## src/rtl/gpioe_pkg.sv

```systemverilog
package gpioe_pkg;

    localparam int unsigned ADDR_W       = 8;
    localparam int unsigned WORD_W       = 32;
    localparam int unsigned SET_W        = 32;
    localparam int unsigned HALF_W       = 16;
    localparam int unsigned SYNC_STAGES  = 2;
    localparam int unsigned SET_BASE_I   = 'h10;
    localparam int unsigned SET_STRIDE_I = 'h28;
    localparam int unsigned LAST_OFF_I   = 'h24;
    localparam logic [ADDR_W-1:0] BANK_EN_ADDR = 8'h08;

    typedef enum logic [3:0] {
        REG_DIR  = 4'd0,
        REG_OUT  = 4'd1,
        REG_OSET = 4'd2,
        REG_OCLR = 4'd3,
        REG_IN   = 4'd4,
        REG_RSET = 4'd5,
        REG_RCLR = 4'd6,
        REG_FSET = 4'd7,
        REG_FCLR = 4'd8,
        REG_STAT = 4'd9,
        REG_NONE = 4'hF
    } reg_sel_e;

    typedef struct packed {
        logic              we;
        reg_sel_e          sel;
        logic [WORD_W-1:0] data;
    } set_access_t;

    function automatic logic [ADDR_W-1:0] set_base(input int unsigned k);
        return ADDR_W'(SET_BASE_I + k * SET_STRIDE_I);
    endfunction

    function automatic reg_sel_e map_offset(input logic [ADDR_W-1:0] addr,
                                            input logic [ADDR_W-1:0] base);
        logic [ADDR_W-1:0] rel;
        rel = addr - base;
        if (addr < base || rel > ADDR_W'(LAST_OFF_I) || rel[1:0] != 2'b00)
            return REG_NONE;
        return reg_sel_e'(rel[5:2]);
    endfunction

endpackage

```

## src/rtl/gpioe_sync.sv

```systemverilog
module gpioe_sync #(
    parameter int unsigned WIDTH  = 32,
    parameter int unsigned STAGES = 2
) (
    input  logic             clk,
    input  logic             rst,
    input  logic [WIDTH-1:0] async_in,
    output logic [WIDTH-1:0] sync_out
);

    logic [WIDTH-1:0] stg [STAGES];

    for (genvar s = 0; s < STAGES; s++) begin : g_stage
        always_ff @(posedge clk) begin
            if (rst)
                stg[s] <= '0;
            else if (s == 0)
                stg[s] <= async_in;
            else
                stg[s] <= stg[(s == 0) ? 0 : s - 1];
        end
    end

    assign sync_out = stg[STAGES-1];

endmodule

```

## src/rtl/gpioe_decode.sv

```systemverilog
module gpioe_decode import gpioe_pkg::*; #(
    parameter int unsigned NUM_SETS = 2
) (
    input  logic [ADDR_W-1:0] bus_addr,
    input  logic              bus_we,
    input  logic [WORD_W-1:0] bus_wdata,
    output set_access_t       acc [NUM_SETS],
    output logic              en_hit
);

    for (genvar k = 0; k < NUM_SETS; k++) begin : g_set
        localparam logic [ADDR_W-1:0] BASE = set_base(k);
        always_comb begin
            acc[k].sel  = map_offset(bus_addr, BASE);
            acc[k].we   = bus_we && (acc[k].sel != REG_NONE);
            acc[k].data = bus_wdata;
        end
    end

    assign en_hit = (bus_addr == BANK_EN_ADDR);

endmodule

```

## src/rtl/gpioe_regset.sv

```systemverilog
module gpioe_regset import gpioe_pkg::*; (
    input  logic             clk,
    input  logic             rst,
    input  set_access_t      acc,
    input  logic [SET_W-1:0] pin_sync,
    output logic [SET_W-1:0] dir_o,
    output logic [SET_W-1:0] out_o,
    output logic [SET_W-1:0] status_o,
    output logic [SET_W-1:0] rd_data
);

    logic [SET_W-1:0] dir_q, out_q, rise_q, fall_q, stat_q, prev_q;
    logic [SET_W-1:0] hit_rise, hit_fall, clr_mask, stat_d;

    always_comb begin
        hit_rise = pin_sync & ~prev_q & rise_q;
        hit_fall = ~pin_sync & prev_q & fall_q;
        clr_mask = (acc.we && acc.sel == REG_STAT) ? acc.data : '0;
        stat_d   = (stat_q & ~clr_mask) | hit_rise | hit_fall;
    end

    always_ff @(posedge clk) begin
        if (rst) begin
            dir_q  <= '1;
            out_q  <= '0;
            rise_q <= '0;
            fall_q <= '0;
            stat_q <= '0;
            prev_q <= '0;
        end else begin
            prev_q <= pin_sync;
            stat_q <= stat_d;
            if (acc.we) begin
                case (acc.sel)
                    REG_DIR:  dir_q  <= acc.data;
                    REG_OSET: out_q  <= out_q | acc.data;
                    REG_OCLR: out_q  <= out_q & ~acc.data;
                    REG_RSET: rise_q <= rise_q | acc.data;
                    REG_RCLR: rise_q <= rise_q & ~acc.data;
                    REG_FSET: fall_q <= fall_q | acc.data;
                    REG_FCLR: fall_q <= fall_q & ~acc.data;
                    default:  ;
                endcase
            end
        end
    end

    always_comb begin
        case (acc.sel)
            REG_DIR:                    rd_data = dir_q;
            REG_OUT, REG_OSET, REG_OCLR: rd_data = out_q;
            REG_IN:                     rd_data = pin_sync;
            REG_RSET, REG_RCLR:         rd_data = rise_q;
            REG_FSET, REG_FCLR:         rd_data = fall_q;
            REG_STAT:                   rd_data = stat_q;
            default:                    rd_data = '0;
        endcase
    end

    assign dir_o    = dir_q;
    assign out_o    = out_q;
    assign status_o = stat_q;

endmodule

```

## src/rtl/gpioe_irq.sv

```systemverilog
module gpioe_irq import gpioe_pkg::*; #(
    parameter int unsigned NUM_BANKS = 4
) (
    input  logic [NUM_BANKS*HALF_W-1:0] status,
    input  logic [NUM_BANKS-1:0]        bank_en,
    output logic [NUM_BANKS-1:0]        irq
);

    for (genvar b = 0; b < NUM_BANKS; b++) begin : g_bank
        assign irq[b] = bank_en[b] & (|status[b*HALF_W +: HALF_W]);
    end

endmodule

```

## src/rtl/gpioe_ctrl.sv

```systemverilog
module gpioe_ctrl import gpioe_pkg::*; #(
    parameter int unsigned NUM_SETS  = 2,
    localparam int unsigned NPINS    = NUM_SETS * SET_W,
    localparam int unsigned NBANKS   = NUM_SETS * (SET_W / HALF_W)
) (
    input  logic              clk,
    input  logic              rst,
    input  logic [ADDR_W-1:0] bus_addr,
    input  logic              bus_we,
    input  logic [WORD_W-1:0] bus_wdata,
    output logic [WORD_W-1:0] bus_rdata,
    input  logic [NPINS-1:0]  pin_in,
    output logic [NPINS-1:0]  pin_out,
    output logic [NPINS-1:0]  pin_dir,
    output logic [NBANKS-1:0] bank_irq
);

    set_access_t       acc [NUM_SETS];
    logic              en_hit;
    logic [NPINS-1:0]  pin_sync;
    logic [NPINS-1:0]  status_all;
    logic [SET_W-1:0]  set_rd [NUM_SETS];
    logic [NBANKS-1:0] bank_en_q;

    gpioe_decode #(.NUM_SETS(NUM_SETS)) u_decode (
        .bus_addr (bus_addr),
        .bus_we   (bus_we),
        .bus_wdata(bus_wdata),
        .acc      (acc),
        .en_hit   (en_hit)
    );

    gpioe_sync #(.WIDTH(NPINS), .STAGES(SYNC_STAGES)) u_sync (
        .clk     (clk),
        .rst     (rst),
        .async_in(pin_in),
        .sync_out(pin_sync)
    );

    for (genvar k = 0; k < NUM_SETS; k++) begin : g_regset
        gpioe_regset u_regset (
            .clk     (clk),
            .rst     (rst),
            .acc     (acc[k]),
            .pin_sync(pin_sync[k*SET_W +: SET_W]),
            .dir_o   (pin_dir[k*SET_W +: SET_W]),
            .out_o   (pin_out[k*SET_W +: SET_W]),
            .status_o(status_all[k*SET_W +: SET_W]),
            .rd_data (set_rd[k])
        );
    end

    always_ff @(posedge clk) begin
        if (rst)
            bank_en_q <= '0;
        else if (bus_we && en_hit)
            bank_en_q <= bus_wdata[NBANKS-1:0];
    end

    gpioe_irq #(.NUM_BANKS(NBANKS)) u_irq (
        .status (status_all),
        .bank_en(bank_en_q),
        .irq    (bank_irq)
    );

    always_comb begin
        bus_rdata = en_hit ? WORD_W'(bank_en_q) : '0;
        for (int k = 0; k < NUM_SETS; k++)
            bus_rdata = bus_rdata | set_rd[k];
    end

endmodule

```

## config.mk

```make
export PLATFORM = sky130hd
export DESIGN_NAME = gpioe_ctrl
export DESIGN_NICKNAME = d
export VERILOG_FILES = /design/src/rtl/gpioe_pkg.sv /design/src/rtl/gpioe_sync.sv /design/src/rtl/gpioe_decode.sv /design/src/rtl/gpioe_regset.sv /design/src/rtl/gpioe_irq.sv /design/src/rtl/gpioe_ctrl.sv
export SDC_FILE = /design/constraint.sdc
export NUM_CORES = 1
export LEC_CHECK = 0
export ABC_AREA = 1
export BUFFER_PORTS_ARGS = -buffer_cell sky130_fd_sc_hd__buf_2
export CAP_MARGIN = 20
export CORE_UTILIZATION = 40
export CTS_CLUSTER_SIZE = 24
export DETAILED_ROUTE_END_ITERATION = 6
export GPL_ROUTABILITY_DRIVEN = 0
export PLACE_DENSITY = 0.68
export SYNTH_ARGS = -nofsm -noshare
export SYNTH_HDL_FRONTEND = slang
export SYNTH_HIERARCHICAL = 1
export SYNTH_SLANG_ARGS = --single-unit
```

## constraint.sdc

```tcl
create_clock -name clk -period 2.8 [get_ports clk]
set_input_delay 0.42 -clock clk [delete_from_list [all_inputs] [get_ports clk]]
set_output_delay 0.42 -clock clk [all_outputs]
set_load 0.05 [all_outputs]
```

After elaboration in Yosys (flattened, before gate mapping):

Memory sizes are Yosys's and may differ from the RTL's.
Cells that the tools add are included.

* add/sub/neg operators: 2
* muxes and demuxes: 22
* bitwise gates (word level): 41
* equal/unequal tests: 21
* order comparisons: 4
* reduce and logical (&&, ||, !) cells: 37

Operators with widths (number)
* 32-bit AND: 16
* 32-bit one-hot mux with 2 select lines: 6
* 32-bit one-hot mux with 6 select lines: 2
* 32-bit OR: 11
* 32-bit inverter: 7
* 64-bit two-way mux: 2
* 32-bit two-way mux: 2
* 16-bit OR reduction: 4
* 4-bit by 3-bit == test with 1-bit output, second input constant: 8
* 4-bit by 32-bit OR with 32-bit output: 1
* 4-bit two-way mux: 5
* 4-bit by 2-bit == test with 1-bit output, second input constant: 4
* 4-bit == test, second input constant: 4
* 8-bit by 6-bit > comparator with 1-bit output, second input constant: 2
* 2-bit AND reduction: 8
* 2-bit nonzero test: 8
* 4-bit by 1-bit == test with 1-bit output, second input constant: 2
* 8-bit by 4-bit == test with 1-bit output, second input constant: 1
* 4-bit zero test: 2
* 8-bit by 5-bit < comparator with 1-bit output, second input constant: 1
* 8-bit by 6-bit < comparator with 1-bit output, second input constant: 1
* 4-bit inequality test, second input constant: 2
* 2-bit OR reduction: 4
* 8-bit by 5-bit subtractor with 8-bit output, second input constant: 1
* other kinds (7): 23

* logic and storage cells: 141
* bits in registers: 388
* memories: 1
* bits in writable memories: 128

Memory list
* u_sync.stg: depth 2, bits a word 64, rd ports 2, clocked after memory_dff 0, write ports 2, RTL line gpioe_sync.sv:11 `logic [WIDTH-1:0] stg [STAGES];`

Logic depth before layout (Yosys ltp):

Gate-level depths: netlist of the first run.

* depth after elaboration: 14
* mapped depth: 20
* gate-level depth less buffers: 19

Cells and area by module:

Netlist of the first run, hierarchy kept.

Modules (own cells, without submodules)
* gpioe_regset: cells each 1544, sequential area each 3843.7 sq um, instances 2, area each 9710.6 sq um
* gpioe_sync: cells each 398, sequential area each 2562.5 sq um, instances 1, area each 3677.3 sq um
* gpioe_decode: cells each 116, sequential area each 0.0 sq um, instances 1, area each 744.5 sq um
* gpioe_ctrl: cells each 66, sequential area each 80.1 sq um, instances 1, area each 386.6 sq um
* gpioe_irq: cells each 64, sequential area each 0.0 sq um, instances 1, area each 245.2 sq um

Worst setup path before layout of the first run:

Ideal clock, no wire load.

* kind: in2out
* start point: input port bus_addr[3]
* end point: output port bus_rdata[10]
* stages: 16
* slack: -0.036 ns
* data arrival time: 2.416 ns
* required time: 2.380 ns
* path through: ha_1 -> nand2_1 -> nand2_1 -> a21oi_1 -> nor2_2 -> nand2_1 -> inv_1 -> nand2_1 -> inv_2 -> nand2_2 -> nand3_2 -> inv_2 -> buf_4 -> nand2_1 -> nand3_1 -> or2_1

RTL lines
* start: declaration: RTL line gpioe_ctrl.sv:8 `input logic [ADDR_W-1:0] bus_addr,`
* end: declaration: RTL line gpioe_ctrl.sv:11 `output logic [WORD_W-1:0] bus_rdata,`

==> impl_metrics.yaml, run 1 <==
status:
  status: "finished, violations left"
  violations: "setup timing"
worst_setup_path:
  cp.arrival_ps: 2690
  critical_path_class: "input port to output pin"
  crit_path_top_delay_cell: "nor2_4"
  cp_slowest_stage_delay_ps: 290
  crit_chain: "buf_12 -> ha_4 -> nand2_1 -> nand2_1 -> nand4_1 -> nor2_4 -> nand2_4 -> buf_6 -> nor2_8 -> nand2_4 -> buf_12 -> buf_4 -> nor2_2 -> a21oi_2 -> nand3_2 -> or2_4 -> buf_6"
  cp-end-kind: "output pin"
  crit_path_max_fanout: 5
  start_kind: "input port"
  cp.required_ps: 2380
drt:
  ant_nets: 0
  drcViolationCount: 0
  post_drt_wl_per_cell_um: 18.3
  vias: 25500
  met3WireLength_mm: 8.40
  maxUsedRoutingLayer: "met5"
  wl_met2_mm: 39.2
  drt-met1-wl_mm: 37.6
  viasPerCell: 5.24
  wirelength_mm: 89.0
  dr.pass1.iters: 6
  drt-initial-drc-count: 2608
synth:
  synthSimpleGateAreaFrac_pct: 36.8
  yosysWarnings: 6
  synth.mux.area_fraction_pct: 0
  syn_nets: 3843
  netlist.area_leader.share_pct: 42.2
  synth_top_family_by_area: "simple AND/OR/NAND/NOR gates"
  ys_seq_area_share_pct: 42.2
  synth_area_per_cell_um2: 6.56
  syn_inst: 3732
  synthAdderAreaFrac_pct: 0.204
  synth_top_cell_by_area: "dfxtp_1"
  ys_ff_latch: 516
  synthXorXnorAreaFrac_pct: 0
  syn_area_mm2: 0.0245
  synth_compound_area_share_pct: 6.99
  yosysMostFrequentCell: "nand2_1"
  async_flop_share_pct: 0
  synthFlopType: "dfxtp_1"
  synth_edf_count: 0
  synthTopCellsByCount: "nand2_1 (889), nor2_1 (619), dfxtp_1 (516), inv_1 (487), nand3_1 (347)"
  synth_cell_types: 27
  yosys-top-cells-area: "dfxtp_1 (42%), nand2_1 (14%), nor2_1 (9.5%)"
layout:
  final_nets: 4151
  syn2layout_area_growth_pct: 29.1
  nFillCells: 5707
  drive_gt1_share_pct: 20.0
  multi_input_area_mm2: 0.0118
  seq_area_mm2: 0.0103
  utilization_pct: 52.4
placed_design:
  hpwl_mm: 58.9
  io_buffers: 270
timing:
  rsz0062_at_grt: "true"
  fin_crit_ps: 3110
  skew_ps: 20.2
  maxSlewHeadroom_pct: 54.6
  worst_pin_slew_ps: 681
  hold_ws_ps: 18.9
  slew_violations: 0
  fin_ws_ps: -309
  setup_viol: 32
  hold_violations: 0
  finalCritPeriodShare_pct: 111
  max_freq_mhz: 322
die:
  die_w_um: 249
  row_count: 90
  core_mm2: 0.0604
  start_util_pct: 40.5
  die_y_um: 249
  ioPinCount: 271
  die_area_mm2: 0.0622
global_route:
  grt_max_degree: 98
  gr-total-overflow: 0
  grt_pass1_vias: 22900
  antenna_found_initial: 6
  grt_pass1_wl_mm: 133
  grt_usage_pct: 27.2
power:
  vdd_drop_max_mv: 0.468
  p_leak_uw: 0.0145
  power.total_uw: 16600
  power_density_mw_per_mm2: 526
clock_network:
  cts_buffers: 57
  root_buffer: "clkbuf_16"
  clk_path_buf_depth: 3
  cts_tree: "yes"
  htree_levels: 2
  clk_latency_ps: 620
  numClockSinks: 516
  cts.clk_slew.worst_paths_ps: 60
hold_path:
  min_path_type: "input port to flip-flop"
flow_run:
  cap_violations: 0
## critical path: cells and delay by family
| kind | cells | cell delay (ps) |
|---|---|---|
| and+or+nand+nor | 10 | 1310 |
| buffers and inverters | 5 | 730 |
| adders and majority gates | 1 | 160 |
| AOI/OAI and AO/OA | 1 | 50 |
## metal layers
layer  global-route usage, %  up-vias
met5                       0        -
met4                    11.4        4
met3                    6.02      212
met2                    42.2     1202
met1                    36.4    11900
li1                        -    12300
## power by group
part / switching (uW) / internal [uW]
Clock: 3250 / 4720
Sequential: 98.5 / 7500
Combinational: 702 / 359
Total: 4050 / 12600
## cell families (layout without fill, tap and decap cells)
| logic type | Yosys count | in the layout |
|---|---|---|
| AND/OR/NAND/NOR | 2103 | 2103 |
| buffers and inverters | 769 | 1125 |
| flip-flops | 516 | 516 |
| AO/OA/AOI/OAI | 340 | 340 |
| adder cells (fa/ha/maj) | 4 | 4 |
| other | 0 | 3 |
## layout by cell type, fill, tap and decap left out, drive strengths merged
master	count
nand2	899
nor2	633
dfxtp	516
inv	496
buf	463
nand3	349
a21oi	259
nand4	193
clkbuf	81
o21ai	79
dlygate4sd3	49
or2	29
clkinv	23
bufinv	7
bufbuf	4
ha	4
diode	3
clkinvlp	2
o211ai	1
o41ai	1
## worst paths after layout
kind	cells past startpoint	from	slack (ps)	end
worst max-delay path	17	bus_addr[4]	-310	bus_rdata[25]
worst min-delay path	3	pin_in[28]	20	u_sync/stg[0][28]
worst max register to register	4	u_sync/stg[1][20]	1930	g_regset[0].u_regset/status_o[20]
worst min register to register	2	u_sync/stg[0][16]	390	u_sync/stg[1][16]
## stage by stage
step                area (um2)  TNS, ps  worst slack [ps]  instances
CTS                      31000    -6350              -236       4860
finish                   31600    -7850              -309       4873
global placement         27200   -13540              -474       4683
detailed placement       27200   -15360              -508       4683
floorplan                24500        0              16.1       3732
global route             31600   -10630              -374       4873
## final cells by class
type,instances,share of cell area (%)
Antenna cell,3,0.0238
Clock buffer,78,5.14
Clock inverter,29,1.16
Inverter,499,6.03
Multi-Input combinational cell,2447,37.2
Sequential cell,516,32.7
Tap cell,782,3.10
Timing Repair Buffer,519,14.6
## what timing repair did
action	4_1_cts	5_1_grt
endpoints found under the hold margin	49	0
pin swaps	53	98
setup buffers	12	10
resized for setup	248	149
cloned	9	3
hold buffers	49	0
endpoints found under the setup margin	32	32
Power figures use the tool's default switching activity.
==> run 2: changes to the inputs <==
--- a/config.mk
+++ b/config.mk
@@ -8,6 +8,7 @@
 export ABC_AREA = 1
 export BUFFER_PORTS_ARGS = -buffer_cell sky130_fd_sc_hd__buf_2
 export CAP_MARGIN = 20
+export CORE_MARGIN = 2
 export CORE_UTILIZATION = 40
 export CTS_CLUSTER_SIZE = 24
 export DETAILED_ROUTE_END_ITERATION = 6
==> constraint.sdc (replaced) <==
create_clock -name clk -period 3.4 [get_ports clk]
set_input_delay 0.51 -clock clk [delete_from_list [all_inputs] [get_ports clk]]
set_output_delay 0.51 -clock clk [all_outputs]
set_load 0.05 [all_outputs]
==> run 2 against run 1 <==
Effect of this change:
- the flow now finishes without violations
- combinational power is 27% lower
- cell count decreased by 2.0%
- power fell by 21%
- clock-buffer cell count up 3
- critical path depth is 2 higher
- via count down 3.0%
- sequential cell count stayed put
- cell area down 6.2%
- clock skew decreased by 12 ps
- clock power shrank 24%
- non-clock buffer count fell by 88
- sequential power shrank 18%
- largest cell class unchanged
- largest power group is now registers
==> impl_metrics.yaml, run 2 (synthesized netlist as in run 1, its figures left out) <==
status:
  status: "complete, no violations"
hold_path:
  min_path_type: "input port to flip-flop"
drt:
  dr.pass1.iters: 6
  vias: 24800
  post_drt_wl_per_cell_um: 18.2
  ant_nets: 0
  drt-initial-drc-count: 2395
  wirelength_mm: 86.7
  drcViolationCount: 0
  viasPerCell: 5.19
worst_setup_path:
  cp.required_ps: 2890
  crit_path_max_fanout: 7
  start_kind: "input port"
  cp-end-kind: "output pin"
  cp.arrival_ps: 2790
  critical_path_class: "input port to output pin"
die:
  core_mm2: 0.0605
  die_area_mm2: 0.0632
  die_y_um: 251
  start_util_pct: 40.5
  ioPinCount: 271
  row_count: 90
  die_w_um: 251
power:
  vdd_drop_max_mv: 0.352
  p_leak_uw: 0.0137
  power_density_mw_per_mm2: 442
layout:
  final_nets: 4062
  nFillCells: 5945
  utilization_pct: 49.0
  drive_gt1_share_pct: 16.8
  most-common-layout-cells: "nand2_1 (865), nor2_1 (593), dfxtp_1 (516)"
  post-route-cell-area_mm2: 0.0296
  instances_no_fill: 4776
  final_common_cell: "nand2_1"
  syn2layout_area_growth_pct: 21.1
clock_network:
  htree_levels: 2
  cts.clk_slew.worst_paths_ps: 60
  cts_buffers: 56
  cts_tree: "yes"
  clk_path_buf_depth: 3
  numClockSinks: 516
  root_buffer: "clkbuf_16"
  clk_latency_ps: 620
timing:
  skew_ps: 8.01
  setup_viol: 0
  fin_crit_ps: 3300
  hold_ws_ps: 95.3
  tns_ps: 0
  slew_violations: 0
  finalCritPeriodShare_pct: 97.2
  hold_violations: 0
  maxSlewHeadroom_pct: 50.0
  max_freq_mhz: 303
  worst_pin_slew_ps: 750
global_route:
  antenna_found_initial: 5
  gr-total-overflow: 0
  grt_pass1_wl_mm: 129
  grt_pass1_vias: 22500
  grt_usage_pct: 26.0
  grt_max_degree: 161
placed_design:
  hpwl_mm: 57.9
  io_buffers: 270
  dpl.cell_count: 4655
  postPlaceCellArea_mm2: 0.0268
flow_run:
  cap_violations: 0
## run 2: through the flow
step	setup WS (ps)	power [uW]
floorplan	384	6870
global placement	-54.0	7110
detailed placement	-124	7120
CTS	-15.5	13200
global route	-22.4	13500
finish	96.7	13100
## run 2: area by class of cell
class	instances	area, um2	share of cell area, %
clock buffer	81	1650	5.55
clock inverter	17	156	0.528
tap	782	978	3.30
multi-input combinational	2447	11200	37.7
sequential	516	10300	34.8
inverter	499	1890	6.36
antenna	3	7.51	0.0253
timing repair buffer	431	3450	11.6
## run 2: final timing paths
path,from,end,slack [ps],cells after the start
worst max-delay path,bus_addr[5],bus_rdata[31],100,19
worst min-delay path,pin_in[44],u_sync/stg[0][44],100,3
worst max register to register,flip-flop,g_regset[1].u_regset/status_o[9],2560,4
worst min register to register,u_sync/stg[0][10],u_sync/stg[1][10],400,2
## run 2: what timing repair did
action	4_1_cts	5_1_grt
hold buffers	0	0
endpoints found under the setup margin	32	32
cloned	0	10
pin swaps	3	45
setup buffers	0	10
hold endpoints to repair	0	0
gates resized for setup	43	173
## run 2: where the power goes
group	switching [uW]	internal (uW)	leakage (uW)
Sequential	76.1	6180	0.00420
Combinational	544	231	0.00859
Clock	2580	3490	0.000894
## run 2: critical path, cell delays in order
cell       delay, ps
buf_4            130
buf_4            140
nor2_1           150
nand2_1           70
nand2_1           80
nand2_2           60
nor2_4           220
nand2_2          140
buf_6            140
nor2_4            90
buf_12           150
buf_12           120
clkbuf_16        160
nand3_1           70
nand2_1           90
nor2_1            50
nand3_2          100
or2_4            150
buf_6            160
## run 2: layer usage
| metal | GRT usage (%) | routed length, um |
|---|---|---|
| met5 | 0 | 11 |
| met4 | 10.4 | 3510 |
| met3 | 5.96 | 8530 |
| met2 | 40.0 | 38000 |
| met1 | 35.4 | 36700 |
